$ cat src/rtl/fpe_pkg.sv
package fpe_pkg;
  typedef enum logic [1:0] {
    IO_SZ_BYTE  = 2'd0,
    IO_SZ_WORD  = 2'd1,
    IO_SZ_DWORD = 2'd2,
    IO_SZ_RSVD  = 2'd3
  } io_size_e;
endpackage

$ cat src/rtl/fpe_ack_decode.sv
module fpe_ack_decode #(
  parameter int ADDR_W     = 16,
  parameter int PORT_BASE  = 'hF0,
  parameter int PORT_COUNT = 2
) (
  input  logic              wr_valid,
  input  logic [ADDR_W-1:0] addr,
  input  logic [1:0]        size,
  output logic              ack_hit
);
  logic [PORT_COUNT-1:0] port_match;

  for (genvar i = 0; i < PORT_COUNT; i++) begin : g_port
    localparam logic [ADDR_W-1:0] PortAddr = ADDR_W'(PORT_BASE + i);
    assign port_match[i] = (addr == PortAddr);
  end

  assign ack_hit = wr_valid && (size == fpe_pkg::IO_SZ_BYTE) && (|port_match);
endmodule

$ cat src/rtl/fpe_ignore_track.sv
module fpe_ignore_track (
  input  logic clk,
  input  logic rst_n,
  input  logic err_summary,
  input  logic ack_hit,
  output logic ignore_q,
  output logic ignore_next
);
  always_comb begin
    if (!err_summary)  ignore_next = 1'b0;
    else if (ack_hit)  ignore_next = 1'b1;
    else               ignore_next = ignore_q;
  end

  always_ff @(posedge clk) begin
    if (!rst_n) ignore_q <= 1'b0;
    else        ignore_q <= ignore_next;
  end

  assert_ack_sets_ignore_R4: assert property (@(posedge clk) disable iff (!rst_n)
    $past(ack_hit && err_summary) |-> ignore_q);
  assert_ignore_sticky_R5: assert property (@(posedge clk) disable iff (!rst_n)
    $past(ignore_q && err_summary) |-> ignore_q);
  assert_summary_low_clears_R6: assert property (@(posedge clk) disable iff (!rst_n)
    $past(!err_summary) |-> !ignore_q);
endmodule

$ cat src/rtl/fpe_req_gen.sv
module fpe_req_gen (
  input  logic clk,
  input  logic rst_n,
  input  logic native_mode,
  input  logic err_summary,
  input  logic ignore_next,
  output logic irq_q
);
  always_ff @(posedge clk) begin
    if (!rst_n) irq_q <= 1'b0;
    else        irq_q <= !native_mode && err_summary && !ignore_next;
  end

  assert_native_mode_quiet_R2: assert property (@(posedge clk) disable iff (!rst_n)
    $past(native_mode) |-> !irq_q);
endmodule

$ cat src/rtl/fpe_irq_latch.sv
module fpe_irq_latch #(
  parameter int ADDR_W     = 16,
  parameter int PORT_BASE  = 'hF0,
  parameter int PORT_COUNT = 2
) (
  input  logic              clk,
  input  logic              rst_n,
  input  logic              native_err_mode,
  input  logic              err_summary,
  input  logic              io_wr_valid,
  input  logic [ADDR_W-1:0] io_addr,
  input  logic [1:0]        io_size,
  output logic              irq_req,
  output logic              fpu_ignore
);
  logic ack_hit;
  logic ignore_next;

  fpe_ack_decode #(.ADDR_W(ADDR_W), .PORT_BASE(PORT_BASE), .PORT_COUNT(PORT_COUNT)) u_dec (
    .wr_valid(io_wr_valid), .addr(io_addr), .size(io_size), .ack_hit(ack_hit));

  fpe_ignore_track u_ign (
    .clk(clk), .rst_n(rst_n), .err_summary(err_summary), .ack_hit(ack_hit),
    .ignore_q(fpu_ignore), .ignore_next(ignore_next));

  fpe_req_gen u_req (
    .clk(clk), .rst_n(rst_n), .native_mode(native_err_mode), .err_summary(err_summary),
    .ignore_next(ignore_next), .irq_q(irq_req));

  assert_pending_raises_R3: assert property (@(posedge clk) disable iff (!rst_n)
    $past(!native_err_mode && err_summary && !fpu_ignore && !ack_hit) |-> irq_req);
  assert_ack_drops_request_R4: assert property (@(posedge clk) disable iff (!rst_n)
    $past(ack_hit) |-> !irq_req);
  assert_no_req_while_ignoring_R5: assert property (@(posedge clk) disable iff (!rst_n)
    fpu_ignore |-> !irq_req);
endmodule

$ cat config.mk
export PLATFORM = sky130hd
export DESIGN_NAME = fpe_irq_latch
export DESIGN_NICKNAME = d
export VERILOG_FILES = /design/src/rtl/fpe_pkg.sv /design/src/rtl/fpe_ack_decode.sv /design/src/rtl/fpe_ignore_track.sv /design/src/rtl/fpe_req_gen.sv /design/src/rtl/fpe_irq_latch.sv
export SDC_FILE = /design/constraint.sdc
export NUM_CORES = 1
export LEC_CHECK = 0
export ABC_AREA = 1
export BUFFER_PORTS_ARGS = -buffer_cell sky130_fd_sc_hd__buf_4
export CORE_AREA = 2 2 39 41
export CTS_CLUSTER_SIZE = 8
export DETAILED_ROUTE_END_ITERATION = 10
export DIE_AREA = 0 0 41 43
export GPL_ROUTABILITY_DRIVEN = 0
export PLACE_DENSITY = 0.5
export SYNTH_ARGS = -nofsm -noshare
export SYNTH_HDL_FRONTEND = slang
export SYNTH_HIERARCHICAL = 1
export SYNTH_SLANG_ARGS = --single-unit
$ cat constraint.sdc
create_clock -name clk -period 0.8 [get_ports clk]
set_input_delay 0 -clock clk [delete_from_list [all_inputs] [get_ports clk]]
set_output_delay 0 -clock clk [all_outputs]
set_load 0.01 [all_outputs]
# Word level (Yosys, flattened, before mapping)
# Index checks and enable logic that the tools add are counted.
# totals
register_bits	2
latchBits	0
ramBits	0
romBits	0
input_bits	23
output_inout_bits	2
wordCells	14
n_memories	0
# op_classes
add_sub_neg	0
mul	0
div_mod_pow	0
order_cmp	0
n_eq_ne	2
shifts	0
mux	2
n_bitwise	0
reduce_logical	8
# ops
operator	count
16-bit by 8-bit equality test with 1-bit output (second input constant)	2
1-bit logical AND	4
1-bit logical NOT	2
2-bit logical NOT	1
1-bit 2-to-1 mux	2
2-bit OR reduction	1

# Longest topological paths before layout
# depth
depth_word	7
depth_mapped	10

# Cells and area by module
# The synthesis kept the hierarchy.
# modules_own_cells
mod	n_inst	cells_per_inst	area_each_um2	seq_area_each_um2
fpe_ack_decode	1	23	90.1	0.0
fpe_ignore_track	1	6	45.0	20.0
fpe_req_gen	1	6	41.3	20.0

# Worst setup path before layout
# No wires, ideal clock.
# synth_timing
kind	reg-to-reg
startpoint	register u_ign.ignore_q
endpoint	register u_req.irq_q
t_arrival_ps	630
setup_slack_ps	59
stages_incl_launch_ff	6
synth_period_minus_slack_ps	741
cell_sequence	dfxtp_1 > nor2_1 > nor2_1 > inv_1 > nand2_1 > nor2_2
# synth_via
elab_chain_len	4
# synth_rtl
item	line_no	rtl
from (decl)	fpe_ignore_track.sv:6	output logic ignore_q,
from (signal assigned)	fpe_ignore_track.sv:17	else ignore_q <= ignore_next;
1-bit 2-to-1 mux	fpe_ignore_track.sv:11	else if (ack_hit) ignore_next = 1'b1;
1-bit 2-to-1 mux	fpe_ignore_track.sv:10	if (!err_summary) ignore_next = 1'b0;
via ignore_next	fpe_irq_latch.sv:17	logic ignore_next;
1-bit logical NOT	fpe_req_gen.sv:11	else irq_q <= !native_mode && err_summary && !ignore_next;
1-bit logical AND	fpe_req_gen.sv:11	
to (signal assigned)	fpe_req_gen.sv:11	
to (decl)	fpe_req_gen.sv:7	output logic irq_q
# The timed path passes the listed nets, and every way through them passes these cells.
# A chain may end at the register's enable or synchronous reset.

# Worst setup path in the final report
# Ends and elaborated chain as after synthesis.

==> summary.md <==
| Metric | Value |
|---|---|
| Dpl hpwl | `455 um` |
| TritonRoute pass-1 iters | `1` |
| Routed length per instance | `6.53 um` |
| Logic gate share of total power | `25.7%` |
| Synth Area in Simple Gates | `49.6%` |
| Static Leak | `0.245 nW` |
| Syn. warnings | `6` |
| Core Box Area | `0.00138 mm2` |
| Mapped Area | `176 um2` |
| Tightest Pin Transition | `0.140 ns` |
| Largest net degree at the start of global routing | `3` |
| CP most frequent cell | `nor2_1` |
| Run status | `complete, no violations` |
| Post-route cell area | `399 um2` |
| Grt total ovfl | `0` |
| HP Class | `in2reg` |
| Commonest cells post-synth | `13 x inv_1, 8 x nand2_1, 8 x nor2_1` |
| Clock network power share | `50.3%` |
| PwrDens | `1070 mW/mm2` |
| Post-DRT Antenna Nets | `0` |
| Via Count | `269` |
| Via count of the first global-routing pass | `271` |
| Crit-path max FO | `2` |
| Crit path from | `u_ign/ignore_q` |
| Min-delay src | `native_err_mode` |
| H-tree Lvls | `1` |
| Fillers | `173` |
| Synth Flop Type | `dfxtp_1` |
| Yosys top cell area share | `27.7%` |
| Clock root cell | `clkbuf_4` |
| Cts bufs inserted | `3` |
| Die ar. | `0.00176 mm2` |
| Pwr Total | `429 uW` |
| Max Clock Skew | `0.00489 ns` |
| Reg area | `40.0 um2` |
| Slew headroom | `90.6%` |
| Synth Area per Inst | `5.04 um2` |
| Layout net count | `87` |
| Critical R2R Launch | `u_ign/ignore_q` |
| Compound-Gate Fraction of Synth Area | `0%` |
| Final period util | `90.3%` |
| Post-DR vias/cell | `3.45` |
| Max Root-Sink Buffers | `2` |
| Critical path capture point type | `flop` |
| CP cell instances | `nor2_1 > nor2_1 > inv_1 > nand2_1 > nor2_2` |
| Critical path's largest stage delay | `0.30 ns` |
| Setup bufs post-CTS | `0` |
| RSZ-0062 raised after global routing | `no` |
| Synth Area in Adders | `0%` |
| Highest Clock Rate | `1380 MHz` |
| Psw | `83.7 uW` |
| Clock sinks | `2` |
| 1st-iter DRT viols | `0` |
| Most instantiated library cell after synthesis | `inv_1` |
| Slowest-stage cell, CP | `dfxtp_1` |
| Synthesis-stage register bit count | `2` |
| Die Ht | `43 um` |
| Area of the multi-input gates | `87.6 um2` |
| Sw Share | `19.5%` |
| Clock Latency Late Sink | `0.22 ns` |
| Synth async-reset ratio | `0%` |
| Initial Utilization | `12.7%` |
| Post-cts resize count | `0` |
| Worst-path clk slew | `0.03 ns` |
| Final Max Slew Viols | `0` |
| Rows | `14` |
| Post-Synthesis Cells | `35` |
| Setup violators final | `0` |
| Largest family of logic cells by synthesized area | `simple AND/OR/NAND/NOR gates` |
| Synth Area in XOR/XNOR | `0%` |
| Crit path launch type | `flop` |
| Post-synth EDFFs | `0` |
| Initial antenna violation count | `0` |
| N_diodes | `0` |
| Mapped Nets | `58` |
| CTS tree | `built` |
| Share of cells above drive strength 1 | `46.8%` |
| Final core utilization | `28.8%` |
| Largest cells by area after synthesis | `inv_1 28%, dfxtp_1 23%, nand2_1 17%` |
| Internal Power | `345 uW` |
| Hold Slack | `0.0188 ns` |
| Buffers & Inverters on Critical Path | `1` |
| Setup slack after layout | `0.0773 ns` |
| Post-layout min period | `0.723 ns` |
| Die X-Extent | `41 um` |
| DRC | `0` |
| Area grow syn2layout | `126%` |
| Critical Path AT | `0.88 ns` |
| Dpl cell area | `377 um2` |
| Max-cap violations | `0` |
| Post-synthesis mux area share | `0%` |
| PortBufs | `23` |
| Dpl ws | `-0.0823 ns` |
| Yosys cell types | `8` |
| Reg power frac | `24.1%` |
| First-pass GRT wire length | `834 um` |
| Total track usage | `7.01%` |
| # hold bufs at CTS | `0` |
| Critical path type | `reg2reg` |
| I/O pins | `25` |
| Final WL | `509 um` |
| Sequential share of the synthesized area | `22.7%` |
| Synth area leader | `inv_1` |
| Max rail drop VDD | `0.000387 V` |
| Required @ worst endpoint | `0.96 ns` |
| CP top delay family | `simple AND/OR/NAND/NOR gates` |
| Final Hold Fails | `0` |
-- cell families (layout without fill, tap and decap cells) --
family	count (synthesis)	after routing
flip-flops	2	2
AND/OR/NAND/NOR	20	20
buffers and inverters	13	40
-- stage by stage --
stage	setup TNS, ns	std cells
after detailed placement	-0.112	75
after CTS	0	78
after floorplan	0	35
final	0	78
after global routing	0	78
after global placement	-0.0686	75
-- final cells by class --
class	count	area share, %
clock buffers	3	5.64
inverters	13	12.2
multi-input cells	20	21.9
flip-flops and latches	2	10.0
well taps	16	5.02
repair buffers	24	45.1
-- flip-flops by register name (all words and copies together), names as in the netlist --
name and flops:
u_req/irq_q 1, u_ign/ignore_q 1
-- path summary, 6_finish.rpt --
check / slack (ns) / endpoint / depth (start not counted)
min reg2reg: 0.63 / u_ign/ignore_q / 3
max: 0.08 / u_req/irq_q / 5
min: 0.02 / u_req/irq_q / 4
max reg2reg: 0.08 / u_req/irq_q / 5
-- placed cells by master (no fill, tap or decap), drive strengths merged --
master  synthesis  final
clkbuf          0      3
nand3           1      1
buf             0     24
nand4           1      1
nand2           8      8
nor2            9      9
dfxtp           2      2
inv            13     13
nor3            1      1
-- worst register-to-register path: stages, from the launching register on --
cell     delay, ns
dfxtp_1       0.30
nor2_1        0.13
nor2_1        0.06
inv_1         0.05
nand2_1       0.05
nor2_2        0.08
-- power by group through the flow --
| stage | Combinational [mW] | Clock [mW] | Sequential, mW |
|---|---|---|---|
| 2_1_floorplan | 0.0269 | 0 | 0.105 |
| 5_1_grt | 0.123 | 0.238 | 0.103 |
| 3_5_place_dp | 0.111 | 0 | 0.105 |
| 6_report | 0.110 | 0.216 | 0.103 |
| 4_1_cts | 0.112 | 0.229 | 0.103 |
| 3_3_place_gp | 0.110 | 0 | 0.104 |
-- metal layers --
| layer | up-vias | wire length (um) | track usage [%] | part of all wire, % |
|---|---|---|---|---|
| met2 | 13 | 272 | 13.8 | 53 |
| met3 | 0 | 64 | 1.57 | 13 |
| met4 | 0 | 0 | 6.00 | 0 |
| li1 | 150 | - | - | - |
| met1 | 106 | 172 | 4.47 | 34 |
| met5 | - | 0 | 0 | 0 |
Note: power is estimated with default switching activity, not from simulation.
